===== src/rtl/bus_qualifier.sv =====
module bus_qualifier #(
  parameter int AW = 24,
  parameter logic [AW-1:0] IO_BASE = 24'h00D100,
  parameter int IO_SPAN_BITS = 8,
  parameter logic [AW-1:0] ROM_BASE = 24'h00E000,
  parameter int ROM_SPAN_BITS = 13,
  parameter logic [7:0] NOP_CODE = 8'hEA,
  parameter logic [7:0] IO_FETCH_CODE = 8'h00,
  parameter int NUM_BAD = 2,
  parameter logic [NUM_BAD*8-1:0] BAD_LIST = {8'hDB, 8'h42}
) (
  input  logic          clk,
  input  logic          rst_n,
  input  logic          phi2,
  input  logic [AW-1:0] addr,
  input  logic          rw_n,
  input  logic          data_valid,
  input  logic          prog_valid,
  input  logic          filter_en,
  input  logic [7:0]    fetch_byte,
  output logic          ram_cs,
  output logic          rom_cs,
  output logic          io_cs,
  output logic          subst_en,
  output logic [7:0]    subst_byte,
  output logic          bad_fetch
);
  logic in_io, in_rom, in_ram;
  logic any_valid, op_fetch, wr;
  logic io_block, filter_hit;
  logic [NUM_BAD-1:0] hit;

  assign in_io  = addr[AW-1:IO_SPAN_BITS] == IO_BASE[AW-1:IO_SPAN_BITS];
  assign in_rom = !in_io && (addr[AW-1:ROM_SPAN_BITS] == ROM_BASE[AW-1:ROM_SPAN_BITS]);
  assign in_ram = !in_io && !in_rom;

  assign any_valid = data_valid | prog_valid;
  assign op_fetch  = data_valid & prog_valid;
  assign wr        = !rw_n;

  assign io_cs  = phi2 & in_io  & (wr | (data_valid & !prog_valid));
  assign rom_cs = phi2 & in_rom & (wr | any_valid);
  assign ram_cs = phi2 & in_ram & (wr | any_valid);

  for (genvar g = 0; g < NUM_BAD; g++) begin : g_match
    assign hit[g] = fetch_byte == BAD_LIST[g*8 +: 8];
  end

  assign io_block   = phi2 & rw_n & op_fetch & in_io;
  assign filter_hit = phi2 & rw_n & op_fetch & !in_io & filter_en & (|hit);

  assign subst_en   = io_block | filter_hit;
  assign subst_byte = io_block ? IO_FETCH_CODE : (filter_hit ? NOP_CODE : 8'h00);

  always_ff @(posedge clk or negedge rst_n) begin
    if (!rst_n)          bad_fetch <= 1'b0;
    else if (filter_hit) bad_fetch <= 1'b1;
  end
endmodule



===== config.mk =====
export PLATFORM = sky130hd
export DESIGN_NAME = bus_qualifier
export DESIGN_NICKNAME = d
export VERILOG_FILES = /design/src/rtl/bus_qualifier.sv
export SDC_FILE = /design/constraint.sdc
export NUM_CORES = 1
export LEC_CHECK = 0
export ABC_AREA = 1
export BUFFER_PORTS_ARGS = -buffer_cell sky130_fd_sc_hd__clkbuf_2
export CORE_AREA = 2 2 39 41
export CTS_CLUSTER_DIAMETER = 100
export DETAILED_ROUTE_END_ITERATION = 6
export DIE_AREA = 0 0 41 43
export PLACE_DENSITY = 0.68
export SYNTH_ARGS = -nofsm -noshare
export SYNTH_HDL_FRONTEND = slang
export SYNTH_SLANG_ARGS = --single-unit

===== constraint.sdc =====
create_clock -name clk -period 0.9 [get_ports clk]
set_clock_uncertainty 0.05 [all_clocks]
set_input_delay 0.09 -clock clk [delete_from_list [all_inputs] [get_ports clk]]
set_output_delay 0.09 -clock clk [all_outputs]
set_load 0.01 [all_outputs]

* After elaboration in Yosys (flattened, before gate mapping) *
Index checks and enable logic that the tools add are counted.

storage, ports and cells
  bits in registers = 1
  word-level logic and storage cells = 32
  output and inout port bits = 13
  input bits = 39

cells by class
  bitwise gates (word level) = 18
  equality and inequality tests = 4
  reductions and logical operators = 7
  muxes and demuxes = 2

operators with widths
  operator                                                           count
  16-bit by 8-bit == test with 1-bit output (second input constant)  1
  8-bit 2-to-1 mux                                                   2
  1-bit AND                                                          14
  11-bit by 3-bit == test with 1-bit output (second input constant)  1
  8-bit by 7-bit == test with 1-bit output (second input constant)   1
  8-bit == test (second input constant)                              1
  1-bit logical NOT                                                  4
  1-bit bitwise OR                                                   4
  1-bit logical AND                                                  2
  2-bit OR reduction                                                 1

* Longest topological paths before layout *
Gate-level depths: netlist of run 1.

  depth after elaboration = 7
  mapped depth = 8
  gate-level depth less buffers = 7

* Worst setup path before layout of run 1 *
OpenSTA, ideal clock, no wires.

  path type = input -> output
  start point = input rw_n
  end point = output subst_byte[3]
  slack = -0.027 ns
  data arrival time = 0.787 ns
  data required time = 0.760 ns
  path buffers = 1
  cell stages on the path = 7
  cells stage by stage = nand2_1 > nor2_2 > nand3_1 > nor2_1 > nand2_1 > inv_1 > buf_4

on the way
  cells in the longest elaborated chain, start to end = 7
  elaborated cells between the ends (all ways) = 8
  those cells by class = mux (2); bitwise (6)

RTL lines
  element                    line    source
  start, declared            16      input logic rw_n,
  1-bit AND * (2 in series)  49, 50
  1-bit AND (3 in series)    50      assign filter_hit = phi2 & rw_n & op_fetch & !in_io & filter_en & (|hit);
  8-bit 2-to-1 mux           53      assign subst_byte = io_block ? IO_FETCH_CODE : (filter_hit ? NOP_CODE : 8'h00);
  8-bit 2-to-1 mux *         53
  end, declared              25      output logic [7:0] subst_byte,

Every way passes the cells marked *; elsewhere a longest branch is shown, timed or not.

* Worst setup path in the final report of run 1 *
  start point = input addr[21]
  end point = output subst_byte[1]

on the way
  cells in the longest elaborated chain, start to end = 7
  elaborated cells between the ends (all ways) = 8
  those cells by class = eq/ne (1); mux (2); bitwise (4); reduce/logical (1)

RTL lines
  element                                      line  source
  start, declared                              15    input logic [AW-1:0] addr,
  16-bit by 8-bit == test with 1-bit output *  33    assign in_io = addr[AW-1:IO_SPAN_BITS] == IO_BASE[AW-1:IO_SPAN_BITS];
  1-bit logical NOT                            50
  1-bit AND (3 in series)                      50
  8-bit 2-to-1 mux                             53
  8-bit 2-to-1 mux *                           53

Marked as above.

==> results.md, run 1 <==
- The peak supply drop is 0.108 mV.
- The number of max-slew violations in the final report was 0.
- The largest registers in the layout are bad_fetch (1).
- The overall die width is 41 um.
- For this configuration, the core starts out at a cell density of 0.210.
- The I/O pin total is 52.
- The total routing resource utilization after global routing is 0.0909.
- The number of violations of the max-capacitance limit is 0.
- The first detailed-routing pass took 4 iterations.
- On the critical path, the stage with the largest delay is an instance of nor2_4.
- The number of global-route vias before repair is 363.
- The share of the cycle needed by the critical path after routing is 1.10.
- On the worst path, the slowest cell contributes a delay of 0.14 ns.
- Of the synthesized area, sequential elements account for 0.0862.
- Setup violations remaining at the end of the flow were counted as 10.
- The routed via count divided by cell count is 3.98.
- The number of nets at the end of the flow is 141.
- The synthesized netlist occupies a cell area of 290 um2.
- Entering global routing, the biggest net connects 6 pins.
- The min-delay analysis places its worst path in the category input pin to asynchronous set/reset pin.
- The floorplan step defined a die boundary enclosing 1760 um2.
- The number of flip-flops in the largest register came to 1.
- The arrival time of the worst setup path is 0.85 ns.
- The post-synthesis cell count is 60.
- In the final layout, the multi-input gates occupy 246 um2.
- Setup repair after global routing could not meet its margin everywhere.
- The checks that failed: negative setup slack.
- The synthesized netlist contains 10 unique library cells.
- Detailed placement finished with a half-perimeter wire length of 740 um.
- The combined buffer and inverter count along the critical path is 3.
- For this block, the routed nets add up to 966 um of wire.
- In the final layout, the share of cells above drive strength 1 is 0.640.
- After floorplanning, the core was divided into 14 placement rows.
- The top cell types in the final layout, fill and taps aside, are clkbuf_2 (28), nand2_1 (11), buf_6 (11), inv_1 (8), nor2_2 (7).
- The routed layout has 462 vias.
- On the final layout, the worst hold slack is 0.355 ns.
- The setup path with the least slack is of type input pin to output pin.
- The xor/xnor share of the synthesized area is 0.
- The mean instance size in the synthesized netlist is 4.84 um2.
- The timing-limited maximum frequency is 1.01 GHz.
- The type of element capturing the critical path is an output pin.
- The register containing the most flip-flops in the final layout is bad_fetch.
- The initial antenna violation count is 0.
- The static leakage is 0.358 nW.
- For this run, design rule violations remaining after detail routing come to 0.
- The cell family contributing the most delay on the critical path is simple AND/OR/NAND/NOR gates.
- The compound-cell area share of the yosys netlist came to 0.0776.
- Fill cells in the final layout number 152.
- Walking the worst path, the cells encountered are buf_6, nor2_4, nand2_2, nor2_4, nand2_2, nand2_2, inv_4, buf_6.
- After the first detailed-routing iteration, the DRC count stood at 2.
- The endpoint required time on the critical path is 0.76 ns.
- The area of the placeable core is 1380 um2.
- The number of antenna-violating nets in the routed design is 0.
- The multiplexer share of the synthesized area is 0.
- The leading cell type in the layout, fill and taps excluded is clkbuf_2.
- The adder-cell area share of the yosys netlist is 0.
- The area growth from synthesis to layout is 121%.
- The warning count from the yosys run is 0.
- The remaining global-route overflow is 0.
- The design draws 0.221 mW.
- The area occupied by registers is 25.0 um2.
- In this design, the critical path's most frequently occurring cell is nand2_2.
- The worst setup path is launched from an input pin.
- The routed wire length per instance is 8.33 um.
- Along the worst path, the maximum fanout reaches 5.
- During placement, the flow inserted port buffers numbering 40.
- Of the total synthesized cell area, the portion taken by AND, OR, NAND and NOR gates is 0.513.
- The run finished, with violations left.
- The congestion estimate from routability-driven global placement came to 0.585.
- 0 antenna diodes ended up in the layout.
- The later pin in the worst-skew pair is clocked with a latency of 0 ns.
- In this run, synthesis produced a sequential element count of 1.
- In the post-route analysis, the smallest setup slack over all paths is -0.0896 ns.
- The clock-pin transition on the worst setup and hold timing paths is 0 ns.
- The total power divided by cell area is 345 nW/um2.
- The combinational family with the most area after synthesis is simple AND/OR/NAND/NOR gates.
- The clock period minus final worst setup slack is 0.990 ns.
- The die is 43 um tall.
- The number of hold-slack violations in the final timing report is 0.
- The first global-routing pass estimated 1.21 mm of wire.
cell type report:
cell class | count | area share
timing repair buffer | 45 | 0.482
inverter | 10 | 0.0625
tap | 16 | 0.0313
multi-input combinational | 44 | 0.385
sequential | 1 | 0.0391
metrics by stage:
stage               setup WS, ns  TNS [ns]  utilization  cells  area [um2]
floorplan                 0.0160         0            -     62         298
global placement          -0.124    -0.984        0.347    113         480
detailed placement        -0.133     -1.05        0.347    113         480
CTS                      -0.0945    -0.725        0.365    114         505
global route              -0.183     -1.61        0.463    116         641
finish                   -0.0896    -0.748        0.463    116         641
routing by layer:
layer / global-route usage / wire, um / up-vias
met5: 0 / 0 / -
met4: 0 / 0 / 0
met3: 0.00524 / 90 / 0
met2: 0.200 / 590 / 25
met1: 0.0823 / 285 / 189
li1: - / - / 248
logic make-up (layout without fill, tap and decap cells):
logic type             Yosys count  after routing
AO/OA/AOI/OAI                    4              4
buffers and inverters           17             55
flip-flops                       1              1
other                            1              3
AND/OR/NAND/NOR                 37             37
power breakdown:
group | leakage (nW) | switching [mW] | internal, mW
sequential | 0.00875 | 0 | 0.0458
combinational | 0.350 | 0.0756 | 0.0999
clock | 0 | 0 | 0
total | 0.358 | 0.0756 | 0.146
cells in the mapped netlist:
| cell | instances | share of area |
|---|---|---|
| buf_4 | 7 | 0.18 |
| nor2_2 | 2 | 0.043 |
| conb_1 | 1 | 0.013 |
| o21a_1 | 1 | 0.026 |
| dfrtp_1 | 1 | 0.086 |
| nor2_1 | 15 | 0.19 |
| nand3_1 | 4 | 0.069 |
| o21ai_0 | 3 | 0.052 |
| inv_1 | 10 | 0.13 |
| nand2_1 | 16 | 0.21 |
worst paths after layout:
path                                  startpoint                    end  slack [ns]  cells after the start
setup / recovery                        addr[21]          subst_byte[1]       -0.09                      8
hold / removal                             rst_n  bad_fetch$_DFFE_PN0P_        0.35                      2
setup reg to reg           bad_fetch$_DFFE_PN0P_  bad_fetch$_DFFE_PN0P_        0.29                      2
hold reg to reg            bad_fetch$_DFFE_PN0P_  bad_fetch$_DFFE_PN0P_        0.40                      2
max in group asynchronous                  rst_n  bad_fetch$_DFFE_PN0P_        0.36                      2
min in group clk           bad_fetch$_DFFE_PN0P_  bad_fetch$_DFFE_PN0P_        0.40                      2
what timing repair did:
action / CTS / global route
setup endpoints to repair: 10 / 10
hold buffers: 1 / 0
pin swaps: 8 / 18
resized for setup: 6 / 35
endpoints found under the hold margin: 1 / 0
setup buffers: 0 / 2
No activity file was read; power rests on OpenSTA's default activity.
==> run 2: changes to the inputs <==
- SETUP_SLACK_MARGIN: not set -> 0.05
==> results.md, run 2 (synthesized netlist as in run 1, its figures left out) <==
- The latest clock arrival within the worst-skew pair is 0 ns.
- The antenna diode instance count is 0.
- In this run the post-CTS setup repair buffer count came out at 0.
- The share of total power dissipated in combinational logic is 0.809.
- The I/O pin total is 52.
- The final total negative setup slack is -0.563 ns.
- The overall die width is 41 um.
- The initial utilization of the core area, before any placement, comes to 0.210.
- The utilization after layout is 0.488.
- In the global route stage, overall resource usage came out at 0.0992.
- In this run the critical register-to-register path is launched from bad_fetch$_DFFE_PN0P_.
- The floorplan row count is 14.
- The endpoint identified for the worst register-to-register timing path is bad_fetch$_DFFE_PN0P_.
- The total wirelength of the detailed-routed design is 928 um.
- The quantity of I/O buffers inserted on ports is 40.
- The count of nets left with antenna violations once routing finished came out at 0.
- In the layout the commonest cells are clkbuf_2 (23), buf_6 (12), nand2_1 (8), nand2_2 (7).
- The count of endpoints failing setup in the final report is 9.
- For this run, the detailed router's first-pass iteration total came to 5.
- In the routed design, unresolved DRC markers number 0.
- The number of nets at the end of the flow is 140.
- The final reports fail on negative setup slack.
- The die covers 1760 um2.
- The share of final-layout standard cells stronger than drive strength 1 is 0.687.
- The initial antenna violation count is 0.
- STA classifies the critical path startpoint as an input pin.
- The largest single stage delay on the critical path is 0.14 ns.
- In the final layout, the registers with the most flip-flops are bad_fetch (1).
- The number of flip-flops in the largest register came to 1.
- For the worst setup path, the data arrival time is 0.85 ns.
- Walking the worst path, the cells encountered are buf_6, inv_2, nor2_2, nand2_1, nor2_2, nand2_2, nand2_2, inv_4, buf_6.
- The number of violations of the max-capacitance limit is 0.
- The setup slack at placement is -0.129 ns.
- Entering global routing, the biggest net connects 6 pins.
- bad_fetch holds more flip-flops than any other register.
- The type of the most critical hold path is input pin to asynchronous set/reset pin.
- The timing-limited maximum frequency is 1.01 GHz.
- For flop-to-flop paths, the worst setup slack is 0.27 ns.
- Setup repair after global routing could not meet its margin everywhere.
- Among all stages on the critical path, the largest delay is contributed by nor2_2.
- The number of placed instances, taps included, is 114.
- The placer congestion estimate is 0.747.
- The peak supply drop is 0.176 mV.
- The worst register-to-register path has a depth of 2.
- The final route contains 459 vias.
- Power spread over the standard cell area amounts to 354 nW/um2.
- The number of global-route vias before repair was 358.
- Measured along the y axis, the die boundary spans 43 um.
- Of all nets on the critical path, the largest fanout is 5.
- The initial DRC count is 2.
- For this run, the number of standard cells in the final layout without fillers is 115.
- Summed over all nets, the switching power comes to 0.0831 mW.
- In this run the standard cell core region covers 1380 um2.
- At the worst endpoint, the required time is 0.76 ns.
- The remaining global-route overflow is 0.
- The worst setup path is of the input pin to output pin kind.
- STA classifies the critical path endpoint as an output pin.
- The routed via count divided by cell count is 3.99.
- Internal power comes to 0.156 mW.
- The number of max-slew violations in the final report came to 0.
- The total half-perimeter wirelength after legalization and detailed placement is 756 um.
- The final setup slack of the worst path is -0.0855 ns.
- The sequential share of power is 0.191.
- The clock-pin transition on the worst setup and hold timing paths is 0 ns.
- The start point of the critical path is addr[8].
- The clock period minus final worst setup slack is 0.986 ns.
- Of the total power, the share spent switching nets is 0.347.
- The routed wire length per instance is 8.07 um.
- The share of the cycle needed by the critical path after routing is 1.10.
- The first-pass GRT wire length is 1.32 mm.
- The analysis attributes to cell leakage a power of 0.367 nW.
- From synthesis to final layout, the design area changed by 133%.
- The leading cell type in the layout, fill and taps excluded is clkbuf_2.
- The share of total power dissipated in the clock network is 0.
- The number of hold-slack violations in the final timing report came to 0.
- The run finished, with violations left.
- The layout has 143 filler cells.
- The total power of the final layout is 0.239 mW.
==> run 2: layer usage <==
layer | up-vias | track usage | wire (um)
li1 | 246 | - | -
met1 | 191 | 0.134 | 314
met2 | 22 | 0.178 | 533
met3 | 0 | 0 | 80
met4 | 0 | 0 | 0
met5 | - | 0 | 0
==> run 2: worst max-delay path by stage <==
| stage | end | slack (ns) | depth (start not counted) |
|---|---|---|---|
| final | subst_byte[1] | -0.09 | 9 |
| after CTS | subst_byte[1] | -0.10 | 8 |
| after detailed placement | subst_byte[1] | -0.13 | 8 |
| after global routing | subst_byte[1] | -0.18 | 9 |
| after global placement | subst_byte[1] | -0.12 | 8 |
| after floorplan | subst_byte[3] | 0.03 | 7 |
==> run 2: cell type report <==
type                    instances  area (um2)  share of cell area
well taps                      16        20.0              0.0296
repair buffers                 44         318               0.470
flip-flops and latches          1        25.0              0.0370
inverters                      10        42.5              0.0630
multi-input cells              44         270               0.400
==> run 2: repair_timing <==
action,4_1_cts,5_1_grt
pin swaps,3,19
hold endpoints to repair,1,0
setup endpoints to repair,10,10
gates cloned,0,0
gates resized for setup,2,47
hold buffers,1,0
==> run 2: power groups by stage <==
stage	Combinational (mW)	Sequential (mW)	Clock (mW)
after floorplan	0.0577	0.0458	0
after global placement	0.133	0.0458	0
after detailed placement	0.135	0.0458	0
after CTS	0.141	0.0458	0
after global routing	0.217	0.0458	0
final	0.194	0.0458	0
==> run 2: critical path, delay by kind of cell <==
kind | cells | cell delay [ns]
buffers and inverters | 4 | 0.28
AND/OR/NAND/NOR | 5 | 0.49
==> run 2: through the flow <==
stage / cell area, um2 / hold slack (ns)
after floorplan: 328 / -0.256
after global placement: 503 / -0.186
after detailed placement: 503 / -0.184
after CTS: 520 / 0.362
after global routing: 676 / 0.389
final: 676 / 0.375
==> run 3: changes to the inputs <==
--- a/constraint.sdc
+++ b/constraint.sdc
@@ -4,2 +4,2 @@
 set_output_delay 0.09 -clock clk [all_outputs]
-set_load 0.01 [all_outputs]
+set_load 0.1 [all_outputs]
==> results.md, run 3 (synthesized netlist as in run 1, its figures left out) <==
- The initial antenna violation count is 0.
- The layer flagged by global routing as most heavily used is met2.
- For this block, the via count after detailed routing is 526.
- The number of max-slew violations in the final report came to 0.
- The total wirelength of the detailed-routed design is 1.22 mm.
- The worst path in the final design needs a cycle of 1.25 ns, including I/O delays and setup.
- Data on the critical path arrives at its endpoint at 1.11 ns.
- bad_fetch holds more flip-flops than any other register.
- The area of the placeable core is 1380 um2.
- The area occupied by registers is 28.8 um2.
- Across every metal layer, demand over resource in global routing totals 0.135.
- The worst setup path is launched from an input pin.
- The number of violations of the max-capacitance limit is 0.
- The clock-pin transition on the worst setup and hold timing paths is 0 ns.
- The quantity of I/O buffers inserted on ports is 40.
- Setup repair after global routing could not meet its margin everywhere.
- The run finished, with violations left.
- The floorplan step set the die height to 43 um.
- The number of fill cells in the layout is 110.
- The startpoint identified for the worst register-to-register timing path is bad_fetch$_DFFE_PN0P_.
- The worst setup path is of the input pin to output pin kind.
- The tightest min-delay check is of the input pin to asynchronous set/reset pin type.
- The antenna diode instance count is 0.
- The first-pass iteration count of the detailed router is 2.
- At the later pin of the worst-skew pair, clock insertion delay measures 0 ns.
- The number of global-route vias before repair was 464.
- The top cell types in the final layout, fill and taps aside, are clkbuf_2 (19), buf_6 (13), nor2_4 (11), buf_12 (10), nand2_1 (9).
- Derived from the worst setup path, the maximum achievable clock frequency is 0.798 GHz.
- Setup violations remaining at the end of the flow were counted as 10.
- The initial cell density of the core is 0.210.
- The leading cell type in the layout, fill and taps excluded is clkbuf_2.
- Including well taps, the total number of placed cells is 117.
- The number of hold-slack violations in the final timing report is 0.
- Summed over all failing endpoints, the final setup total negative slack is -3.15 ns.
- In the finished design, the share of the clock period the worst path needs comes to 1.39.
- The count of cells along the worst register-to-register path is 2.
- The share of final-layout standard cells stronger than drive strength 1 is 0.796.
- The setup check on the worst reg-to-reg path leaves a slack of 0.18 ns.
- In this run the worst path has a maximum fanout of 5.
- Entering global routing, the biggest net connects 6 pins.
- The die covers 1760 um2.
- The initial DRC count is 1.
- The number of antenna-violating nets in the routed design is 0.
- The finished layout holds 124 standard cells, fillers aside.
- In the final layout, the registers with the most flip-flops are bad_fetch (1).
- The peak supply drop is 0.298 mV.
- The routing usage on met2 is 0.278.
- The endpoint identified for the worst register-to-register timing path is bad_fetch$_DFFE_PN0P_.
- The DRC violation count after routing is 0.
- The endpoint required time on the critical path is 0.76 ns.
- The first global-routing pass estimated 1.76 mm of wire.
- The initialized floorplan defines 14 standard-cell rows.
- From left edge to right edge, the die measures 41 um.
- At the end of the flow, the number of nets in the layout was 149.
- The multi-input combinational cells in the finished layout cover a total of 350 um2.
- Across all setup checks in the final design, the least slack found is -0.353 ns.
- Timing analysis after detailed placement gives a worst setup slack of -0.423 ns.
- Dividing total power by cell area gives a power density of 354 nW/um2.
- In the final routed layout, each cell accounts on average for 9.82 um.
- The worst setup path is captured at an output pin.
- Pin placement for this block handled 52 I/O pins.
- In the global route stage, met3 resource usage came out at 0.0105.
- Dividing the detail-routed via count by the number of cells gives 4.24.
- At the end of routability-driven placement, the weighted congestion stood at 0.626.
- The checks that failed: negative setup slack.
- After global routing the overflow that remains totals 0.
- The number of flip-flops in the largest register is 1.
- The total half-perimeter wirelength after legalization and detailed placement is 846 um.
- The layout overhead on the synthesized area is 240%.
- Summed over all cells, the static leakage comes to 0.448 nW.
- The met1 capacity usage during global routing is 0.140.
-- run 3: cell count changes in the layout (fill, tap and decap cells not counted), moves of 4 or more --
cell / change
nor2_1: -4
buf_2: -4
buf_12: +10
buf_4: +4
nor2_4: +5
clkbuf_2: -4
-- run 3: critical path, stage by stage --
cell        delay, ns
buf_6            0.10
nor2_4           0.09
nand2_2          0.07
nor2_4           0.13
nand2_2          0.09
nand2_4          0.09
clkinvlp_4       0.21
buf_12           0.24
-- run 3: where the power goes --
group | internal [mW] | switching (mW)
clock | 0 | 0
sequential | 0.0459 | 0
combinational | 0.131 | 0.172
total | 0.177 | 0.172
-- run 3: per-stage QoR --
stage / cell area [um2] / power, mW / hold WS, ns / util
2_1_floorplan: 378 / 0.180 / -0.256 / -
4_1_cts: 842 / 0.296 / 0.359 / 0.608
3_3_place_gp: 717 / 0.260 / -0.185 / 0.518
3_5_place_dp: 717 / 0.266 / -0.182 / 0.518
6_report: 986 / 0.349 / 0.356 / 0.712
5_1_grt: 986 / 0.367 / 0.370 / 0.712
-- run 3: worst max path at each step --
stage | start | to | slack (ns)
after floorplan | addr[23] | subst_byte[5] | -0.67
final | addr[23] | subst_byte[7] | -0.35
after CTS | addr[8] | subst_byte[7] | -0.38
after global routing | addr[11] | subst_byte[7] | -0.43
after global placement | rw_n | subst_byte[5] | -0.38
after detailed placement | addr[23] | subst_byte[7] | -0.42
-- run 3: layout make-up --
type | instances | area share
well taps | 16 | 0.0203
flip-flops and latches | 1 | 0.0292
inverters | 10 | 0.0419
repair buffers | 53 | 0.553
multi-input cells | 44 | 0.355
-- run 3: what timing repair did --
item	CTS	global route
pin swaps	10	18
hold buffers	1	0
setup buffers	5	3
hold endpoints to repair	1	0
cloned	0	0
endpoints found under the setup margin	10	10
gates resized for setup	18	33
-- run 3: layer usage --
metal | wire [um] | part of all wire | vias to the layer above
met1 | 319 | 0.26 | 234
met2 | 803 | 0.66 | 28
met3 | 95 | 0.078 | 0
met4 | 0 | 0 | 0
met5 | 0 | 0 | -
li1 | - | - | 264
